[src/rtl/mdio_c45_pkg.sv]
package mdio_c45_pkg;
  localparam int HOST_W    = 32;
  localparam int PRE_LEN   = 32;
  localparam int ST_W      = 2;
  localparam int OP_W      = 2;
  localparam int PHYAD_W   = 5;
  localparam int DEVAD_W   = 5;
  localparam int TA_W      = 2;
  localparam int PAY_W     = 16;
  localparam int FRAME_LEN = PRE_LEN + ST_W + OP_W + PHYAD_W + DEVAD_W + TA_W + PAY_W;
  localparam int IDX_W     = $clog2(FRAME_LEN);
  localparam int TA1_IDX   = PRE_LEN + ST_W + OP_W + PHYAD_W + DEVAD_W;
  localparam int TA2_IDX   = TA1_IDX + 1;
  localparam int PAY_IDX   = TA1_IDX + TA_W;

  // host register bit positions
  localparam int ST_BUSY_BIT   = 0;
  localparam int ST_ERR_BIT    = 1;
  localparam int ST_DIV_LSB    = 8;
  localparam int CTL_PA_LSB    = 0;
  localparam int CTL_DA_LSB    = 16;
  localparam int CTL_RD_BIT    = 31;
  localparam int DATA_BUSY_BIT = 31;

  typedef enum logic [1:0] {
    OP_ADDR  = 2'b00,
    OP_WRITE = 2'b01,
    OP_READ  = 2'b11
  } mdio_op_e;

  typedef enum logic [1:0] {
    REG_STATUS = 2'd0,
    REG_CTRL   = 2'd1,
    REG_RADDR  = 2'd2,
    REG_DATA   = 2'd3
  } host_reg_e;
endpackage

[src/rtl/mdio_c45_clkgen.sv]
module mdio_c45_clkgen #(
  parameter int DIV_W = 8
) (
  input  logic             clk,
  input  logic             rst_n,
  input  logic             run,
  input  logic [DIV_W-1:0] div,
  output logic             mdc,
  output logic             rise,
  output logic             fall
);
  logic [DIV_W-1:0] cnt_q;
  logic             wrap;

  assign wrap = run && (cnt_q == div);
  assign rise = wrap && !mdc;
  assign fall = wrap && mdc;

  always_ff @(posedge clk or negedge rst_n) begin
    if (!rst_n) begin
      cnt_q <= '0;
      mdc   <= 1'b0;
    end else if (!run) begin
      cnt_q <= '0;
      mdc   <= 1'b0;
    end else if (wrap) begin
      cnt_q <= '0;
      mdc   <= ~mdc;
    end else begin
      cnt_q <= cnt_q + 1'b1;
    end
  end
endmodule

[src/rtl/mdio_c45_frame.sv]
module mdio_c45_frame
  import mdio_c45_pkg::*;
(
  input  logic               clk,
  input  logic               rst_n,
  input  logic               start,
  input  mdio_op_e           start_op,
  input  logic [PHYAD_W-1:0] start_pa,
  input  logic [DEVAD_W-1:0] start_da,
  input  logic [PAY_W-1:0]   start_pay,
  input  logic               tick_rise,
  input  logic               tick_fall,
  input  logic               mdio_i,
  output logic               active,
  output mdio_op_e           cur_op,
  output logic [IDX_W-1:0]   bit_idx,
  output logic               done,
  output logic               mdio_o,
  output logic               mdio_oe,
  output logic [PAY_W-1:0]   rd_word,
  output logic               ta_bad
);
  localparam logic [IDX_W-1:0] LAST_IDX = IDX_W'(FRAME_LEN - 1);
  localparam logic [IDX_W-1:0] TA1_I    = IDX_W'(TA1_IDX);
  localparam logic [IDX_W-1:0] TA2_I    = IDX_W'(TA2_IDX);
  localparam logic [IDX_W-1:0] PAY_I    = IDX_W'(PAY_IDX);

  logic [FRAME_LEN-1:0] shreg_q;
  logic [FRAME_LEN-1:0] frame_w;

  assign frame_w = {{PRE_LEN{1'b1}}, 2'b00, start_op, start_pa, start_da, 2'b10, start_pay};

  always_ff @(posedge clk or negedge rst_n) begin
    if (!rst_n) begin
      active  <= 1'b0;
      shreg_q <= '0;
      bit_idx <= '0;
      cur_op  <= OP_ADDR;
      rd_word <= '0;
      ta_bad  <= 1'b0;
    end else if (start && !active) begin
      active  <= 1'b1;
      shreg_q <= frame_w;
      bit_idx <= '0;
      cur_op  <= start_op;
      rd_word <= '0;
      ta_bad  <= 1'b0;
    end else if (active) begin
      if (tick_rise && cur_op == OP_READ) begin
        if (bit_idx == TA2_I) ta_bad <= mdio_i;
        if (bit_idx >= PAY_I) rd_word <= {rd_word[PAY_W-2:0], mdio_i};
      end
      if (tick_fall) begin
        if (bit_idx == LAST_IDX) begin
          active <= 1'b0;
        end else begin
          bit_idx <= bit_idx + 1'b1;
          shreg_q <= {shreg_q[FRAME_LEN-2:0], 1'b0};
        end
      end
    end
  end

  assign done    = active && tick_fall && (bit_idx == LAST_IDX);
  assign mdio_o  = shreg_q[FRAME_LEN-1];
  assign mdio_oe = active && !(cur_op == OP_READ && bit_idx >= TA1_I);
endmodule

[src/rtl/mdio_c45_master.sv]
module mdio_c45_master
  import mdio_c45_pkg::*;
#(
  parameter int               DIV_W   = 8,
  parameter logic [DIV_W-1:0] DIV_RST = DIV_W'(4)
) (
  input  logic              clk,
  input  logic              rst_n,
  input  logic              host_wr,
  input  logic [1:0]        host_addr,
  input  logic [HOST_W-1:0] host_wdata,
  output logic [HOST_W-1:0] host_rdata,
  output logic              mdc,
  output logic              mdio_o,
  output logic              mdio_oe,
  input  logic              mdio_i
);
  logic [DIV_W-1:0]   div_q;
  logic [PHYAD_W-1:0] pa_q;
  logic [DEVAD_W-1:0] da_q;
  logic [PAY_W-1:0]   raddr_q;
  logic [PAY_W-1:0]   data_q;
  logic               err_q;

  logic               eng_active, eng_done, eng_ta_bad;
  mdio_op_e           eng_op;
  logic [IDX_W-1:0]   eng_idx;
  logic [PAY_W-1:0]   eng_rd;
  logic               tick_rise, tick_fall;

  logic               go;
  mdio_op_e           go_op;
  logic [PHYAD_W-1:0] go_pa;
  logic [DEVAD_W-1:0] go_da;
  logic [PAY_W-1:0]   go_pay;
  logic               host_ok;
  logic               stat_busy, data_busy;

  assign host_ok   = host_wr && !eng_active;
  assign stat_busy = eng_active && (eng_op == OP_ADDR);
  assign data_busy = eng_active && (eng_op != OP_ADDR);

  always_comb begin
    go     = 1'b0;
    go_op  = OP_ADDR;
    go_pa  = pa_q;
    go_da  = da_q;
    go_pay = raddr_q;
    if (host_ok) begin
      case (host_reg_e'(host_addr))
        REG_RADDR: begin go = 1'b1; go_op = OP_ADDR;  go_pay = host_wdata[PAY_W-1:0]; end
        REG_DATA:  begin go = 1'b1; go_op = OP_WRITE; go_pay = host_wdata[PAY_W-1:0]; end
        REG_CTRL: begin
          go    = host_wdata[CTL_RD_BIT];
          go_op = OP_READ;
          go_pa = host_wdata[CTL_PA_LSB +: PHYAD_W];
          go_da = host_wdata[CTL_DA_LSB +: DEVAD_W];
        end
        default: ;
      endcase
    end
  end

  always_ff @(posedge clk or negedge rst_n) begin
    if (!rst_n) begin
      div_q   <= DIV_RST;
      pa_q    <= '0;
      da_q    <= '0;
      raddr_q <= '0;
      data_q  <= '0;
      err_q   <= 1'b0;
    end else begin
      if (eng_done && eng_op == OP_READ) begin
        data_q <= eng_rd;
        err_q  <= eng_ta_bad;
      end
      if (host_ok) begin
        case (host_reg_e'(host_addr))
          REG_STATUS: div_q <= host_wdata[ST_DIV_LSB +: DIV_W];
          REG_CTRL: begin
            pa_q <= host_wdata[CTL_PA_LSB +: PHYAD_W];
            da_q <= host_wdata[CTL_DA_LSB +: DEVAD_W];
            if (host_wdata[CTL_RD_BIT]) err_q <= 1'b0;
          end
          REG_RADDR: raddr_q <= host_wdata[PAY_W-1:0];
          REG_DATA:  data_q  <= host_wdata[PAY_W-1:0];
          default: ;
        endcase
      end
    end
  end

  always_comb begin
    host_rdata = '0;
    case (host_reg_e'(host_addr))
      REG_STATUS: begin
        host_rdata[ST_BUSY_BIT]           = stat_busy;
        host_rdata[ST_ERR_BIT]            = err_q;
        host_rdata[ST_DIV_LSB +: DIV_W]   = div_q;
      end
      REG_CTRL: begin
        host_rdata[CTL_PA_LSB +: PHYAD_W] = pa_q;
        host_rdata[CTL_DA_LSB +: DEVAD_W] = da_q;
      end
      REG_RADDR: host_rdata[PAY_W-1:0] = raddr_q;
      REG_DATA: begin
        host_rdata[PAY_W-1:0]     = data_q;
        host_rdata[DATA_BUSY_BIT] = data_busy;
      end
      default: ;
    endcase
  end

  mdio_c45_clkgen #(.DIV_W(DIV_W)) clk_i (
    .clk  (clk),
    .rst_n(rst_n),
    .run  (eng_active),
    .div  (div_q),
    .mdc  (mdc),
    .rise (tick_rise),
    .fall (tick_fall)
  );

  mdio_c45_frame eng_i (
    .clk      (clk),
    .rst_n    (rst_n),
    .start    (go),
    .start_op (go_op),
    .start_pa (go_pa),
    .start_da (go_da),
    .start_pay(go_pay),
    .tick_rise(tick_rise),
    .tick_fall(tick_fall),
    .mdio_i   (mdio_i),
    .active   (eng_active),
    .cur_op   (eng_op),
    .bit_idx  (eng_idx),
    .done     (eng_done),
    .mdio_o   (mdio_o),
    .mdio_oe  (mdio_oe),
    .rd_word  (eng_rd),
    .ta_bad   (eng_ta_bad)
  );
endmodule

[config.mk]
export PLATFORM = sky130hd
export DESIGN_NAME = mdio_c45_master
export DESIGN_NICKNAME = d
export VERILOG_FILES = /design/src/rtl/mdio_c45_pkg.sv /design/src/rtl/mdio_c45_clkgen.sv /design/src/rtl/mdio_c45_frame.sv /design/src/rtl/mdio_c45_master.sv
export SDC_FILE = /design/constraint.sdc
export NUM_CORES = 1
export LEC_CHECK = 0
export ABC_AREA = 1
export BUFFER_PORTS_ARGS = -buffer_cell sky130_fd_sc_hd__buf_2
export CELL_PAD_IN_SITES_DETAIL_PLACEMENT = 1
export CELL_PAD_IN_SITES_GLOBAL_PLACEMENT = 2
export CORE_ASPECT_RATIO = 0.75
export CORE_UTILIZATION = 35
export DETAILED_ROUTE_END_ITERATION = 12
export PLACE_DENSITY = 0.79
export REMOVE_ABC_BUFFERS = 1
export SETUP_SLACK_MARGIN = 0.1
export SKIP_LAST_GASP = 1
export SYNTH_ARGS = -nofsm -noshare
export SYNTH_HDL_FRONTEND = slang
export SYNTH_HIERARCHICAL = 1
export SYNTH_SLANG_ARGS = --single-unit
[constraint.sdc]
create_clock -name clk -period 3.45 [get_ports clk]
set_input_delay 0 -clock clk [delete_from_list [all_inputs] [get_ports clk]]
set_output_delay 0 -clock clk [all_outputs]
set_load 0.02 [all_outputs]
==> results.md <==
- Status: finished clean
- Root Driver: clkbuf_16
- Critical Path RT: about 3700 ps
- Total CTS buffers: 17
- Initial DRC Count: 402
- CP startpoint kind: register
- Total grt overflow: 0
- Final #Nets: 1,090
- Reg-to-Reg Start: div_q[2]
- Num ports: 73
- Final hold vios: 0
- Clock sinks: 150
- Met1 wire length: roughly 11 mm
- CP Cell Sequence: inv_1 -> nand2_1 -> nand2_1 -> nor2_1 -> nand2_1 -> nor2_2 -> nand2_1 -> nor2_1 -> nand2_1 -> nor2_1 -> nand3_2 -> o21ai_0 -> a21oi_1
- Area leader, netlist: dfrtp_1
- Crit path from: div_q[2]
- Die area: about 22,000 um2
- WL final: between 20 and 25 mm
- Leak: ~4.6 nW
- Crit Path Class: register to register
- Yosys warns: 6
- Initial core utilization: a little over a third
- CTS Buffer Depth: 2
- Hold path depth: 6
- Pins Over Slew Limit: 0
- Fmax: between 0.3 and 0.4 GHz
- Syn Inst Count: between 900 and 1,000
- Port Buffer Count: 52
- Vias per cell: between 4 and 5
- Max_slew headroom: a little under half
- Num rows: 46
- Met3 wire length: 501 um
- Crit-path slowest cell: dfstp_2
- Count of cell types in the netlist: 31
- Slowest stage delay, CP: around 560 ps
- FF-to-FF path depth: 13
- Drt drc: 0
- TritonCTS clock tree: yes
- Final Hold Slack: between 100 and 150 ps
- DP HPWL: between 10 and 15 mm
- Hold Crit Start: host_wr
- Multi-input logic area: just over 3000 um2
- Top sig layer: met4
- Largest net degree at the start of global routing: 80
- Actual slew at the worst max-slew pin: 817.5 ps
- Final Non-Filler Cells: 1,351
- Vias: between 6,000 and 7,000
- Final setup vio count: 0
- Total Routing Usage GR: about a fifth
- Worst Path Max Fanout: 18
- Die Wd: around 170 um
- Max-Cap Viols: 0
- Seq cells post-synth: 150
- Initial antenna violation count: 0
- Total Power: 0.006564 W
- Synth top area share: between 40 and 50%
- Seq. cell area: about 3800 um2
- Top cells by area, synth: dfrtp_1 (49%), nand2_1 (18%), inv_1 (5.8%)
- Ys flop type: dfrtp_1
- Die Y: about 130 um
- Crit end category: register
- Number of flops mapped to enable cells by yosys: 0
- Syn_area_per_cell: about 7.6 um2
- Power per cell area: about 740 nW/um2
- Layout fillers: 2,670
- Final ANT Viol Nets: 0
- Clock Skew: 24.64 ps
- Period utilization: between 70% and 80%
- RePlAce Congestion: around 0.77
- Layout cells sized above 1: about an eighth
- FFs w/ async S/R, synth: between 90% and 100%
- Max H-tree Level: 4
- Vias in the first global route: 6,364
- Top cells by count, synth: nand2_1 (355), dfrtp_1 (149), inv_1 (116)
- Area grow syn2layout: 16.97%
- Most common cell on crit path: nand2_1
- Drt pass-1 iters: 4
- RSZ-0062 raised after global routing: false
- Post-CTS Repair Setup Buffers: 0
- Core area: between 20,000 and 25,000 um2
- Maximum vdd drop: roughly 0.28 mV
- Clk_lat worst skew: around 440 ps
- Synth Cell Area: approximately 7600 um2
- Cells after DPL: ~1,300
- Hold crit path type: primary input to register
- Worst EP arrival: ~2900 ps
- Met2 WL post-DR: 9.187 mm
- Drt wl/cell: 15.51 um
- # diodes: 0
- Count leader, synth: nand2_1
- Tmin final: about 2600 ps
- Reg clk slew, reported paths: approximately 70 ps
- Post-synthesis sequential area ratio: about half
- First-pass GRT wire length: around 35 mm
-- layout make-up --
class | count | share of cell area [%]
clock inverter | 14 | 1.868
inverter | 123 | 5.222
multi-input combinational | 666 | 34.11
clock buffer | 18 | 4.967
tap | 288 | 4.076
timing repair buffer | 92 | 7.288
sequential | 150 | 42.47
-- per-layer routing --
layer	global-route usage (%)	up-vias
met1	30.41	3122
met5	0	-
met2	30.65	70
li1	-	3196
met3	3.543	4
met4	4.884	0
-- sequential cells by signal (all words and copies together) (netlist names) --
name and count:
raddr_q 16, err_q 1, clk_i/mdc 1, eng_i/shreg_q 64, data_q 16, eng_i/cur_op 2, clk_i/cnt_q 8, eng_i/active 1
div_q 8, eng_i/ta_bad 1, eng_i/bit_idx 6, eng_i/rd_word 16, pa_q 5, da_q 5
-- power breakdown --
| part | internal (W) | total (W) | switching, W |
|---|---|---|---|
| clock network | 0.00111 | 0.00194 | 0.000829 |
| logic | 0.000681 | 0.00176 | 0.00108 |
| registers | 0.00245 | 0.00286 | 0.000414 |
-- kinds of logic (layout without fill, tap and decap cells) --
family                     after synthesis  after routing  share of synthesized area [%]
and+or+nand+nor                        497            497                          27.03
buffers and inverters                  182            247                          10.94
DFF                                    150            150                          49.68
AOI/OAI and AO/OA                      149            149                          11.04
xor gates and xnor gates                 8              8                         0.9270
adders and majority gates                2              2                         0.3310
other                                    1             10                        0.04961
-- placed cells by master (no fill, tap or decap), drive strengths merged --
| master | n |
|---|---|
| xnor2 | 3 |
| xor2 | 5 |
| dfrtp | 149 |
| nand4 | 22 |
| conb | 10 |
| dlygate4sd3 | 26 |
| clkinvlp | 1 |
| ha | 2 |
| o22ai | 1 |
| o21ai | 91 |
| clkbuf | 18 |
| clkinv | 5 |
| nand2 | 361 |
| nor2 | 58 |
| bufinv | 2 |
| a21boi | 15 |
| dfstp | 1 |
| a21oi | 31 |
| nor3 | 4 |
| o211ai | 10 |
| o21bai | 1 |
| buf | 66 |
| nand3 | 52 |
| inv | 129 |
-- worst max-delay path: cells and delay by family (launching register included) --
| family | cells | cell delay (ps) |
|---|---|---|
| AND/OR/NAND/NOR | 10 | 1500 |
| flip-flops | 1 | 560 |
| AO/OA/AOI/OAI | 2 | 390 |
| buffers and inverters | 1 | 40 |
-- metrics by stage --
stage / setup TNS (ps) / instance area (um2) / setup WS [ps] / utilization, %
finish: 0 / 8841 / 802.0 / 41.74
detailed placement: 0 / 7976 / 804.1 / 37.66
floorplan: -5992 / 7227 / -124.4 / -
global route: 0 / 8841 / 519.8 / 41.74
global placement: 0 / 7976 / 924.3 / 37.66
CTS: 0 / 8841 / 782.2 / 41.74
-- timing repair --
action                                 in CTS  in global routing
resized for setup                           0                  0
hold buffers                               26                  0
endpoints found under the hold margin     126                  0
-- path summary, 6_finish.rpt --
check	endpoint	slack, ps
setup / recovery	err_q	800
hold / removal	data_q[15]	130
setup reg to reg	err_q	800
hold reg to reg	eng_i/shreg_q[30]	460
max in group asynchronous	eng_i/shreg_q[2]	2370
min in group asynchronous	raddr_q[10]	180
Power figures use the tool's default switching activity.
